$ cat config.mk
export PLATFORM = sky130hd
export DESIGN_NAME = gpio_irq_ctrl
export DESIGN_NICKNAME = d
export VERILOG_FILES = /design/src/rtl/gpio_irq_ctrl.sv
export SDC_FILE = /design/constraint.sdc
export NUM_CORES = 1
export LEC_CHECK = 0
export ABC_AREA = 0
export BUFFER_PORTS_ARGS = -buffer_cell sky130_fd_sc_hd__buf_2
export CORE_MARGIN = 4
export CORE_UTILIZATION = 55
export DETAILED_ROUTE_END_ITERATION = 8
export PLACE_DENSITY = 0.8
export SETUP_SLACK_MARGIN = 0.02
export SLEW_MARGIN = 30
export SYNTH_ARGS = -nofsm -noshare
export SYNTH_HDL_FRONTEND = slang
export SYNTH_SLANG_ARGS = --single-unit
$ cat constraint.sdc
create_clock -name clk -period 3 [get_ports clk]
set_input_delay 0.6 -clock clk [delete_from_list [all_inputs] [get_ports clk]]
set_output_delay 0.6 -clock clk [all_outputs]
set_load 0.05 [all_outputs]
$ cat src/rtl/gpio_irq_ctrl.sv
module gpio_irq_ctrl #(
  parameter int BANK_W = 32,
  parameter int IRQ_W  = 16,
  parameter int ADDR_W = 4
) (
  input  logic                clk,
  input  logic                rst_n,
  input  logic [ADDR_W-1:0]   bus_addr,
  input  logic                bus_we,
  input  logic [BANK_W-1:0]   bus_wdata,
  output logic [BANK_W-1:0]   bus_rdata,
  input  logic [2*BANK_W-1:0] pad_in,
  output logic [2*BANK_W-1:0] pad_out,
  output logic [2*BANK_W-1:0] pad_oe,
  input  logic [2*BANK_W-1:0] alt_out,
  input  logic [2*BANK_W-1:0] alt_oe,
  output logic                irq
);
  localparam int NPIN = 2 * BANK_W;
  localparam logic [ADDR_W-1:0] A_DIR  = 0;
  localparam logic [ADDR_W-1:0] A_SEL  = 2;
  localparam logic [ADDR_W-1:0] A_OUT  = 4;
  localparam logic [ADDR_W-1:0] A_IN   = 6;
  localparam logic [ADDR_W-1:0] A_EDGE = 8;
  localparam logic [ADDR_W-1:0] A_HI   = 9;
  localparam logic [ADDR_W-1:0] A_LO   = 10;
  localparam logic [ADDR_W-1:0] A_EN   = 11;
  localparam logic [ADDR_W-1:0] A_CLR  = 12;
  localparam logic [ADDR_W-1:0] A_PEND = 13;

  logic [NPIN-1:0]  dir_q, sel_q, out_q;
  logic [NPIN-1:0]  sync1_q, sync2_q, prev_q;
  logic [IRQ_W-1:0] edge_q, hi_q, lo_q, en_q, clr_q, pend_q;
  logic [IRQ_W-1:0] cur, old, lvl_ev, edg_ev;

  genvar b;
  generate
    for (b = 0; b < 2; b++) begin : g_bank
      always_ff @(posedge clk or negedge rst_n) begin
        if (!rst_n) begin
          dir_q[b*BANK_W +: BANK_W] <= '0;
          sel_q[b*BANK_W +: BANK_W] <= '0;
          out_q[b*BANK_W +: BANK_W] <= '0;
        end else if (bus_we) begin
          if (bus_addr == A_DIR + ADDR_W'(b)) dir_q[b*BANK_W +: BANK_W] <= bus_wdata;
          if (bus_addr == A_SEL + ADDR_W'(b)) sel_q[b*BANK_W +: BANK_W] <= bus_wdata;
          if (bus_addr == A_OUT + ADDR_W'(b)) out_q[b*BANK_W +: BANK_W] <= bus_wdata;
        end
      end
    end
  endgenerate

  always_ff @(posedge clk or negedge rst_n) begin
    if (!rst_n) begin
      edge_q <= '0;
      hi_q   <= '0;
      lo_q   <= '0;
      en_q   <= '0;
      clr_q  <= '0;
    end else if (bus_we) begin
      case (bus_addr)
        A_EDGE:  edge_q <= bus_wdata[IRQ_W-1:0];
        A_HI:    hi_q   <= bus_wdata[IRQ_W-1:0];
        A_LO:    lo_q   <= bus_wdata[IRQ_W-1:0];
        A_EN:    en_q   <= bus_wdata[IRQ_W-1:0];
        A_CLR:   clr_q  <= bus_wdata[IRQ_W-1:0];
        default: ;
      endcase
    end
  end

  always_ff @(posedge clk or negedge rst_n) begin
    if (!rst_n) begin
      sync1_q <= '0;
      sync2_q <= '0;
      prev_q  <= '0;
    end else begin
      sync1_q <= pad_in;
      sync2_q <= sync1_q;
      prev_q  <= sync2_q;
    end
  end

  assign cur    = sync2_q[IRQ_W-1:0];
  assign old    = prev_q[IRQ_W-1:0];
  assign lvl_ev = ~edge_q & ((hi_q & cur) | (lo_q & ~cur));
  assign edg_ev = edge_q & ((hi_q & cur & ~old) | (lo_q & ~cur & old));

  always_ff @(posedge clk or negedge rst_n) begin
    if (!rst_n) begin
      pend_q <= '0;
      irq    <= 1'b0;
    end else begin
      pend_q <= (pend_q | lvl_ev | edg_ev) & ~clr_q;
      irq    <= |(pend_q & en_q);
    end
  end

  assign pad_out = (sel_q & alt_out) | (~sel_q & out_q);
  assign pad_oe  = (sel_q & alt_oe)  | (~sel_q & dir_q);

  always_comb begin
    bus_rdata = '0;
    case (bus_addr)
      A_DIR:      bus_rdata = dir_q[BANK_W-1:0];
      A_DIR + 1:  bus_rdata = dir_q[NPIN-1:BANK_W];
      A_SEL:      bus_rdata = sel_q[BANK_W-1:0];
      A_SEL + 1:  bus_rdata = sel_q[NPIN-1:BANK_W];
      A_OUT:      bus_rdata = out_q[BANK_W-1:0];
      A_OUT + 1:  bus_rdata = out_q[NPIN-1:BANK_W];
      A_IN:       bus_rdata = sync2_q[BANK_W-1:0];
      A_IN + 1:   bus_rdata = sync2_q[NPIN-1:BANK_W];
      A_EDGE:     bus_rdata[IRQ_W-1:0] = edge_q;
      A_HI:       bus_rdata[IRQ_W-1:0] = hi_q;
      A_LO:       bus_rdata[IRQ_W-1:0] = lo_q;
      A_EN:       bus_rdata[IRQ_W-1:0] = en_q;
      A_CLR:      bus_rdata[IRQ_W-1:0] = clr_q;
      A_PEND:     bus_rdata[IRQ_W-1:0] = pend_q;
      default:    bus_rdata = '0;
    endcase
  end
endmodule

# == Word-level counts from Yosys, hierarchy flattened ==
# Index checks and enable logic that the tools add are counted.
# op_classes
n_eq_ne,13
muxes,2
bitwise,23
n_reduce_logical,13
# op_table
op,n
$and 64x64->64,4
$pmux 16 s14,1
$and 16x16->16,8
$or 64x64->64,2
$pmux 16 s8,1
$not 16->16,4
$not 64->64,1
$or 16x16->16,4
$eq 4x4->1 const B,6
$reduce_and 2->1,11
$eq 4x3->1 const B,4
$reduce_or 16->1,1
$eq 4x2->1 const B,2
$eq 4x1->1 const B,1
$logic_not 4->1,1
# word_totals
ff_bits,433

# == Longest topological paths before layout ==
# depth
word_depth,7
depth_mapped,8

# == Least setup slack after synthesis ==
# No wires, ideal clock.
# synth_path
kind,input -> output
from,input bus_addr[3]
to,output bus_rdata[10]
arrival_ns,2.379
setup_slack_ns,0.021
cell_stages,6
n_path_buf,4
path_cell_list,buf_2 buf_2 buf_2 buf_1 a32oi_1 o2111ai_1
# synth_via
elab_chain_len,2
# synth_rtl
element,line_no,rtl
from (decl),8,"input logic [ADDR_W-1:0] bus_addr,"
"$eq 4x4->1, or another cell as far along",104,case (bus_addr)
$pmux 16 s14 (*),104,
to (decl),11,"output logic [BANK_W-1:0] bus_rdata,"
# Mark *: on every way between the ends. The rest lies on a longest branch, timed or not.

# == Worst setup path in the final report ==
# layout_path
from,input bus_addr[0]
to,output bus_rdata[0]
# Same word-level chain as after synthesis.

==> flow_summary.toml <==
[cts]
clk_pin_slew_ns = 0.06
cts_root_buf = "clkbuf_16"
ctsLongestPathBuffers = 3
clkLatencyLatePin_ns = 0.55
cts_tree = "yes"
cts_sinks = 433
h-tree-depth = 2
cts_made_buffers = 45

[route]
vias = 14000
wl_per_cell_um = 25.8
first_pass_iters = 6
antenna_left = 0
vias_per_cell = 6.21
totalWireLength_um = 58200
drt_iter0_markers = 1059
drc = 0

[status]
status = "complete, no violations"

[logic_synthesis]
syn_inst = 1340
synth-edff-count = 0
netlist_area_sq_um = 18800
yosysSeqAreaShare = 0.576
synth.avg_cell_area_sq_um = 14.0
dominantRegCellSynth = "dfrtp_1"
synth_nets = 1571
ys_ff_latch = 433
ys_types = 56
ys.warnings.count = 0
async_reset_ff_frac = 1.00

[power]
power.total_mw = 18.8
ir_drop_uv = 667
power_density_nw_per_um2 = 803
p_leak_nw = 10.9

[worst_setup_path]
crit_type = "primary input to output pin"
cp.required_ns = 2.40
cp_max_fo = 21
reg2regPathDepth = 3
critPathLaunchType = "primary input"
cp-end-kind = "output pin"
arrival_ns = 2.36

[floorplan]
dieArea_sq_um = 37300
fp.dieH_um = 193
coreArea_sq_um = 33600
initial_utilization = 0.560
io_pins = 392
rows = 67
dieWidth_um = 193

[grt]
grt_remaining_overflow = 0
grt.total_usage = 0.304
antenna_found_initial = 4
grt_pass1_wl_um = 85800
grt_pass1_vias = 14400
grt_max_degree = 88

[sta]
fmax_mhz = 337
setup_viol = 0
post-route-period-util = 0.988
rsz0062_at_grt = "yes"
hold_violations = 0
hold_ws_ns = 0.0474
maxSlewViolCount = 0
worstMarginPinSlew_ns = 0.642
slew-limit-headroom = 0.571
min_period_ns = 2.96
finClkSkew_ns = 0.0133

[run]
maxCapViolCount = 0

[layout]
final_common_cell = "dfrtp_1"
drive_above_1_share = 0.530
ff_latch_area_sq_um = 10800
fillerInstances = 2302
multi_input_area_sq_um = 7690
layout.nets = 2006
syn_to_final_growth_pct = 24.3
mostFrequentLayoutCells = "dfrtp_1 (433), mux2_2 (386), buf_2 (383), a22oi_1 (70), buf_4 (63)"
postLayoutCoreUtil = 0.696

[placed_design]
port_buffers = 391
place_congestion = 0.913
dp_hpwl_um = 40800

[hold_path]
hold_path_class = "primary input to asynchronous set/reset pin"
==> routing by layer <==
layer,routed length (um),GRT usage
met3,4910,0.0585
met1,23000,0.419
met4,2230,0.110
met5,46,0
met2,28000,0.489
==> layout make-up <==
type                            count  share of cell area
Antenna cell                        4            0.000428
Clock buffer                       65              0.0566
Clock inverter                     12             0.00620
Inverter                            3            0.000481
Multi-Input combinational cell    822               0.329
Sequential cell                   433               0.463
Tap cell                          448              0.0240
Timing Repair Buffer              470               0.121
==> where the power goes <==
part / internal (mW) / switching, mW / leakage, nW / total, mW
Clock: 3.31 / 2.26 / 0.729 / 5.57
Sequential: 6.89 / 1.12 / 5.22 / 8.01
Combinational: 2.00 / 3.22 / 4.94 / 5.21
==> cell usage after synthesis, drive strengths merged, types with 12 or more instances <==
library cell	instances	share of area
nand2	19	0.0047
nor2b	12	0.0040
a32oi	15	0.0070
dfrtp	433	0.58
mux2	417	0.25
a221oi	23	0.011
a22oi	70	0.028
mux2i	42	0.022
a22o	17	0.0079
buf	51	0.014
nor2	58	0.012
nand3	19	0.0051
xnor2	16	0.0074
a21oi	26	0.0069
clkbuf	31	0.0062
==> critical path: stages <==
cell	delay [ns]
buf_4	0.21
nor2_2	0.48
buf_4	0.34
a22oi_1	0.11
o22a_1	0.19
nand4_1	0.12
buf_2	0.29
==> metrics by stage <==
stage / setup slack [ns] / instance area [sq um] / TNS, ns / std cells
after global placement: -0.0144 / 21900 / -0.0144 / 2175
after global routing: 0.0105 / 23400 / 0 / 2254
after detailed placement: -0.0219 / 21900 / -0.0566 / 2175
after floorplan: 0.0210 / 18800 / 0 / 1340
after CTS: 0.0229 / 23400 / 0 / 2252
final: 0.0362 / 23400 / 0 / 2257
==> sequential cells by signal (all words and copies together), names as in the netlist <==
name,cells
dir_q,64
out_q,64
sel_q,64
sync1_q,64
sync2_q,64
clr_q,16
edge_q,16
en_q,16
hi_q,16
lo_q,16
pend_q,16
prev_q,16
irq,1
==> cell families after synthesis <==
logic type	share of synthesized area
multiplexers	0.274
flip-flops	0.576
XOR/XNOR	0.00744
buffers and inverters	0.0206
AO/OA/AOI/OAI	0.0774
AND/OR/NAND/NOR	0.0448
==> timing repair <==
| action | CTS | global route |
|---|---|---|
| setup endpoints to repair | 10 | 16 |
| setup buffers | 0 | 1 |
| endpoints found under the hold margin | 0 | 0 |
| resized for setup | 3 | 14 |
| pin swaps | 0 | 2 |
| cloned | 0 | 0 |
| hold buffers | 0 | 0 |
==> final timing paths <==
path | startpoint | end | slack, ns
max in group asynchronous | rst_n | sel_q[47] | 2.08
hold reg to reg | sync1_q[17] | sync2_q[17] | 0.34
hold / removal | rst_n | sync1_q[5] | 0.05
min in group clk | pad_in[35] | sync1_q[35] | 0.15
setup reg to reg | pend_q[10] | irq | 1.54
setup / recovery | bus_addr[0] | bus_rdata[0] | 0.04
No activity file was read; power rests on OpenSTA's default activity.
